$ cat src/rtl/ep0_csr_pkg.sv
package ep0_csr_pkg;
  localparam int unsigned ADDR_W = 2;
  localparam logic [ADDR_W-1:0] ADDR_CS   = 2'd0;
  localparam logic [ADDR_W-1:0] ADDR_MASK = 2'd1;
  localparam logic [ADDR_W-1:0] ADDR_INT  = 2'd2;

  localparam int unsigned B_IN_RDY = 0;
  localparam int unsigned B_FLUSH  = 1;
  localparam int unsigned B_FORCE  = 2;
  localparam int unsigned B_SENT   = 3;
  localparam int unsigned B_RXNE   = 4;
  localparam int unsigned B_RWAKE  = 5;
  localparam int unsigned B_IRQ    = 0;
  localparam int unsigned MIN_DATA_W = B_RWAKE + 1;

  typedef struct packed {
    logic in_done;
    logic out_rcvd;
    logic stall_sent;
    logic feat_set;
    logic feat_clr;
  } ep0_evt_t;

  typedef struct packed {
    logic in_rdy_set;
    logic flush_req;
    logic force_set;
    logic sent_clr;
    logic mask_we;
    logic mask_val;
    logic irq_clr;
  } ep0_sw_t;
endpackage

$ cat src/rtl/ep0_bus_decode.sv
module ep0_bus_decode
  import ep0_csr_pkg::*;
#(
  parameter int unsigned DATA_W = 8
) (
  input  logic              we_i,
  input  logic [ADDR_W-1:0] addr_i,
  input  logic [DATA_W-1:0] wdata_i,
  output ep0_sw_t           sw_o
);
  logic cs_we, mask_we, int_we;

  assign cs_we   = we_i && (addr_i == ADDR_CS);
  assign mask_we = we_i && (addr_i == ADDR_MASK);
  assign int_we  = we_i && (addr_i == ADDR_INT);

  always_comb begin
    sw_o            = '0;
    sw_o.in_rdy_set = cs_we & wdata_i[B_IN_RDY];
    sw_o.flush_req  = cs_we & wdata_i[B_FLUSH];
    sw_o.force_set  = cs_we & wdata_i[B_FORCE];
    sw_o.sent_clr   = cs_we & wdata_i[B_SENT];
    sw_o.mask_we    = mask_we;
    sw_o.mask_val   = wdata_i[B_IRQ];
    sw_o.irq_clr    = int_we & wdata_i[B_IRQ];
  end
endmodule

$ cat src/rtl/ep0_status_bits.sv
module ep0_status_bits
  import ep0_csr_pkg::*;
(
  input  logic     clk_i,
  input  logic     rst_ni,
  input  ep0_sw_t  sw_i,
  input  ep0_evt_t evt_i,
  output logic     in_rdy_o,
  output logic     force_o,
  output logic     sent_o,
  output logic     rwake_o,
  output logic     flush_o,
  output logic     irq_evt_o
);
  logic in_rdy_q, force_q, sent_q, rwake_q, flush_q;
  logic stall_done, flush_trig, in_hw_clr;

  // only a stall that software forced counts as sent-stall
  assign stall_done = evt_i.stall_sent & force_q;
  assign flush_trig = sw_i.flush_req | evt_i.out_rcvd | stall_done;
  assign in_hw_clr  = evt_i.in_done | evt_i.out_rcvd | flush_trig;
  assign irq_evt_o  = (evt_i.in_done | evt_i.out_rcvd) & in_rdy_q;

  always_ff @(posedge clk_i or negedge rst_ni) begin
    if (!rst_ni) begin
      in_rdy_q <= 1'b0;
      force_q  <= 1'b0;
      sent_q   <= 1'b0;
      rwake_q  <= 1'b0;
      flush_q  <= 1'b0;
    end else begin
      flush_q <= flush_trig;

      if (in_hw_clr)            in_rdy_q <= 1'b0;
      else if (sw_i.in_rdy_set) in_rdy_q <= 1'b1;

      if (stall_done)          force_q <= 1'b0;
      else if (sw_i.force_set) force_q <= 1'b1;

      if (stall_done)         sent_q <= 1'b1;
      else if (sw_i.sent_clr) sent_q <= 1'b0;

      if (evt_i.feat_clr)      rwake_q <= 1'b0;
      else if (evt_i.feat_set) rwake_q <= 1'b1;
    end
  end

  assign in_rdy_o = in_rdy_q;
  assign force_o  = force_q;
  assign sent_o   = sent_q;
  assign rwake_o  = rwake_q;
  assign flush_o  = flush_q;
endmodule

$ cat src/rtl/ep0_irq.sv
module ep0_irq
  import ep0_csr_pkg::*;
(
  input  logic    clk_i,
  input  logic    rst_ni,
  input  ep0_sw_t sw_i,
  input  logic    irq_evt_i,
  output logic    mask_o,
  output logic    irq_o
);
  logic mask_q, irq_q;

  always_ff @(posedge clk_i or negedge rst_ni) begin
    if (!rst_ni) begin
      mask_q <= 1'b0;
      irq_q  <= 1'b0;
    end else begin
      if (sw_i.mask_we) mask_q <= sw_i.mask_val;

      if (!mask_q)           irq_q <= 1'b0;
      else if (irq_evt_i)    irq_q <= 1'b1;
      else if (sw_i.irq_clr) irq_q <= 1'b0;
    end
  end

  assign mask_o = mask_q;
  assign irq_o  = irq_q;
endmodule

$ cat src/rtl/ep0_rd_mux.sv
module ep0_rd_mux
  import ep0_csr_pkg::*;
#(
  parameter int unsigned DATA_W = 8
) (
  input  logic [ADDR_W-1:0] addr_i,
  input  logic              force_i,
  input  logic              sent_i,
  input  logic              rxne_i,
  input  logic              rwake_i,
  input  logic              mask_i,
  input  logic              irq_i,
  output logic [DATA_W-1:0] rdata_o
);
  always_comb begin
    rdata_o = '0;
    unique case (addr_i)
      ADDR_CS: begin
        rdata_o[B_FORCE] = force_i;
        rdata_o[B_SENT]  = sent_i;
        rdata_o[B_RXNE]  = rxne_i;
        rdata_o[B_RWAKE] = rwake_i;
      end
      ADDR_MASK: rdata_o[B_IRQ] = mask_i;
      ADDR_INT:  rdata_o[B_IRQ] = irq_i;
      default:   rdata_o = '0;
    endcase
  end
endmodule

$ cat src/rtl/ep0_csr_top.sv
module ep0_csr_top
  import ep0_csr_pkg::*;
#(
  parameter int unsigned DATA_W = 8
) (
  input  logic              clk_i,
  input  logic              rst_ni,
  input  logic              csr_we_i,
  input  logic [1:0]        csr_addr_i,
  input  logic [DATA_W-1:0] csr_wdata_i,
  output logic [DATA_W-1:0] csr_rdata_o,
  input  logic              in_done_i,
  input  logic              out_rcvd_i,
  input  logic              stall_sent_i,
  input  logic              feat_set_i,
  input  logic              feat_clr_i,
  input  logic              rx_nonempty_i,
  output logic              in_ready_o,
  output logic              stall_req_o,
  output logic              tx_flush_o,
  output logic              irq_o
);
  ep0_sw_t  sw;
  ep0_evt_t evt;
  logic     sent_stall_q, rwake_q, irq_mask_q, irq_evt;

  if (DATA_W < MIN_DATA_W) begin : g_bad_width
    initial $error("DATA_W too small");
  end

  assign evt.in_done    = in_done_i;
  assign evt.out_rcvd   = out_rcvd_i;
  assign evt.stall_sent = stall_sent_i;
  assign evt.feat_set   = feat_set_i;
  assign evt.feat_clr   = feat_clr_i;

  ep0_bus_decode #(.DATA_W(DATA_W)) u_dec (
    .we_i    (csr_we_i),
    .addr_i  (csr_addr_i),
    .wdata_i (csr_wdata_i),
    .sw_o    (sw)
  );

  ep0_status_bits u_bits (
    .clk_i     (clk_i),
    .rst_ni    (rst_ni),
    .sw_i      (sw),
    .evt_i     (evt),
    .in_rdy_o  (in_ready_o),
    .force_o   (stall_req_o),
    .sent_o    (sent_stall_q),
    .rwake_o   (rwake_q),
    .flush_o   (tx_flush_o),
    .irq_evt_o (irq_evt)
  );

  ep0_irq u_irq (
    .clk_i     (clk_i),
    .rst_ni    (rst_ni),
    .sw_i      (sw),
    .irq_evt_i (irq_evt),
    .mask_o    (irq_mask_q),
    .irq_o     (irq_o)
  );

  ep0_rd_mux #(.DATA_W(DATA_W)) u_rd (
    .addr_i  (csr_addr_i),
    .force_i (stall_req_o),
    .sent_i  (sent_stall_q),
    .rxne_i  (rx_nonempty_i),
    .rwake_i (rwake_q),
    .mask_i  (irq_mask_q),
    .irq_i   (irq_o),
    .rdata_o (csr_rdata_o)
  );
endmodule

$ cat config.mk
export PLATFORM = sky130hd
export DESIGN_NAME = ep0_csr_top
export DESIGN_NICKNAME = d
export VERILOG_FILES = /design/src/rtl/ep0_csr_pkg.sv /design/src/rtl/ep0_bus_decode.sv /design/src/rtl/ep0_status_bits.sv /design/src/rtl/ep0_irq.sv /design/src/rtl/ep0_rd_mux.sv /design/src/rtl/ep0_csr_top.sv
export SDC_FILE = /design/constraint.sdc
export NUM_CORES = 1
export LEC_CHECK = 0
export BUFFER_PORTS_ARGS = -buffer_cell sky130_fd_sc_hd__buf_4
export CORE_AREA = 5 5 42 44
export DETAILED_ROUTE_END_ITERATION = 16
export DIE_AREA = 0 0 47 49
export GPL_ROUTABILITY_DRIVEN = 0
export PLACE_DENSITY = 0.75
export SYNTH_ARGS = -nofsm -noshare
export SYNTH_HDL_FRONTEND = slang
export SYNTH_SLANG_ARGS = --single-unit
$ cat constraint.sdc
create_clock -name clk_i -period 1.1 [get_ports clk_i]
set_input_delay 0.22 -clock clk_i [delete_from_list [all_inputs] [get_ports clk_i]]
set_output_delay 0.22 -clock clk_i [all_outputs]
set_load 0.01 [all_outputs]
==> impl_metrics.json <==
{
  "yosys_register_bits": 7,
  "min_from": "feat_clr_i",
  "final_antenna_net_count": 0,
  "grt_overflow": 0,
  "violations": "setup timing",
  "p_comb_frac": 0.282,
  "fin_crit_sh": 1.14,
  "multiInputGateArea_sq_um": 229,
  "slew_violations": 0,
  "insertedDiodeCount": 0,
  "clkLatencyLatePin_ns": 0.25,
  "yosys_warnings": 0,
  "fill_cells": 139,
  "stdcell_count": 91,
  "portBuffers": 23,
  "drt_iter0_markers": 5,
  "cts_made_buffers": 3,
  "startpoint": "u_irq.mask_o$_DFFE_PN0P_",
  "fin_crit_ns": 1.25,
  "grt_pass1_vias": 435,
  "cts_tree": "built",
  "num_rows": 14,
  "dp.cells": 78,
  "critPathArrivalTime_ns": 1.03,
  "peakVddDrop_mv": 0.592,
  "cp-start-kind": "flip-flop",
  "worstPathMaxFanout": 2,
  "cts_root_buffer": "clkbuf_4",
  "outcome": "finished, violations left",
  "fp.dieW_microns": 47,
  "core-area_sq_mm": 0.00140,
  "synthCells": 39,
  "synth_largest_area_cell": "dfrtp_1",
  "pre_cts_slack_ns": -0.182,
  "stdcell_area_sq_um": 727,
  "synth.most_common_cell": "dfrtp_1",
  "grt_pass1_wl_microns": 1650,
  "die_y_microns": 49,
  "timing.fmax_ghz": 0.797,
  "dp_hpwl_microns": 820,
  "power_density_mw_per_mm2": 1000,
  "grt_max_degree": 8,
  "seqCellArea_sq_um": 175,
  "firstDrtPassIters": 5,
  "drc": 0,
  "viasPerCell": 4.63,
  "synth_top_area_share": 0.431,
  "io_pins": 31,
  "path_clk_slew_ns": 0.05,
  "fin_ws_ns": -0.155,
  "power_switching_mw": 0.180,
  "holdCritPathClass": "in -> reg",
  "nNetsFinal": 98,
  "routed_wl_microns": 1090,
  "avgSynthCellArea_sq_um": 10.4,
  "setup.worst_path.class": "reg -> out",
  "synth_flop_cell": "dfrtp_1",
  "maxCapViolCount": 0,
  "timing_hold_violations_final": 0,
  "async_flop_share": 1.00,
  "netlist_top_cells_area": "dfrtp_1, ha_1, and2_1",
  "antenna_found_initial": 0,
  "rsz0062_at_grt": "yes",
  "hold_ws_ns": 0.109,
  "synth_cell_types": 22,
  "drive_above_1_share": 0.613,
  "clockBufferDepth": 2,
  "critPathRequiredTime_ns": 0.88,
  "synth_common_cells": "dfrtp_1, and2_1, buf_4, ha_1",
  "start_util": 0.290,
  "switching_share": 0.247,
  "seq_area_frac_synth": 0.431,
  "routed-via-count": 421,
  "syn_area_sq_um": 407,
  "leakage_nw": 0.378,
  "pwr-share-clk": 0.314,
  "area_delta_synth_final_pct": 78.8,
  "utilization": 0.519,
  "fin_skew_ns": 0.00678,
  "grt_usage": 0.0995,
  "htreeDepth": 1,
  "setup_viol": 3,
  "place_area_sq_um": 592,
  "r2r-start": "u_bits.force_o$_DFFE_PN0P_",
  "critPathCaptureType": "primary output",
  "synth_edf_count": 0,
  "cts_sinks": 7,
  "dieArea_sq_mm": 0.00230,
  "wl_per_cell_microns": 11.9,
  "p_seq_frac": 0.404,
  "p_int_mw": 0.549
}
layout by cell type, fill, tap and decap left out:
master and n:
nor2_1 2, dlygate4sd3_1 1, and2_4 4, a31oi_1 1, ha_1 2, and2_1 1, o211ai_1 1, and3_2 1
dfrtp_1 7, a21o_2 1, buf_4 27, a2111oi_2 1, a21o_1 1, buf_6 5, o21ai_0 1, clkbuf_1 1
nand2_1 2, clkbuf_4 3, a22oi_1 1, nor2b_1 1, inv_2 2, ha_4 1, mux2_2 1, conb_1 3
nand3_1 2, a22o_1 1, mux2i_1 1
logic make-up (layout without fill, tap and decap cells):
| family | Yosys count | after routing | synth area share |
|---|---|---|---|
| flops | 7 | 7 | 0.431 |
| compound gates | 8 | 8 | 0.163 |
| fa+ha+maj | 3 | 3 | 0.0923 |
| other cells | 1 | 3 | 0.00922 |
| simple gates | 13 | 13 | 0.178 |
| buf+inv | 5 | 39 | 0.0738 |
| mux | 2 | 2 | 0.0523 |
stage by stage:
stage                     setup TNS [ns]  total power, mW
after floorplan                        0            0.368
after global placement            -0.633            0.443
after detailed placement          -0.735            0.447
after CTS                         -0.201            0.730
after global routing              -0.460            0.780
final                             -0.287            0.729
layout make-up:
class                   instances  area share
flip-flops and latches          7       0.241
inverters                       2      0.0103
repair buffers                 33       0.370
well taps                      16      0.0275
multi-input cells              29       0.315
clock buffers                   4      0.0361
worst max-delay path, stage by stage (launching register included):
cell and delay, ns:
dfrtp_1 0.38, a22oi_1 0.18, nor2b_1 0.08, buf_4 0.14
worst paths after layout:
check                                              end  slack (ns)  depth (start not counted)
setup / recovery                        csr_rdata_o[0]       -0.15                          3
hold reg to reg                u_irq.irq_o$_DFFE_PN0P_        0.55                          2
min in group asynchronous   u_bits.rwake_o$_DFFE_PN0P_        0.32                          2
setup reg to reg           u_bits.in_rdy_o$_DFFE_PN0P_        0.07                          3
max in group asynchronous     u_bits.flush_o$_DFF_PN0_        0.65                          2
hold / removal              u_bits.rwake_o$_DFFE_PN0P_        0.11                          2
power groups by stage:
stage / combinational (mW) / sequential [mW] / clock, mW
final: 0.205 / 0.295 / 0.229
after floorplan: 0.0658 / 0.302 / 0
after global placement: 0.140 / 0.303 / 0
after global routing: 0.223 / 0.297 / 0.259
after detailed placement: 0.144 / 0.303 / 0
after CTS: 0.197 / 0.294 / 0.239
registers in the layout, summed over array words and instances (netlist names):
name             flops
u_bits.force_o       1
u_bits.in_rdy_o      1
u_bits.flush_o       1
u_irq.irq_o          1
u_irq.mask_o         1
u_bits.sent_o        1
u_bits.rwake_o       1
per-layer routing:
layer  GRT usage  vias up  share of wire
met3      0.0590        2           0.11
met1      0.0995      200           0.33
met2       0.158       16           0.55
li1            -      203              -
met5           0        -              0
met4      0.0461        0         0.0083
timing repair:
item	in CTS	in global routing
pin swaps	5	1
buffers inserted	5	3
hold buffers	1	0
gates cloned	0	0
resized for setup	8	4
endpoints found under the setup margin	5	6
endpoints found under the hold margin	7	0
Note: power is estimated with default switching activity, not from simulation.
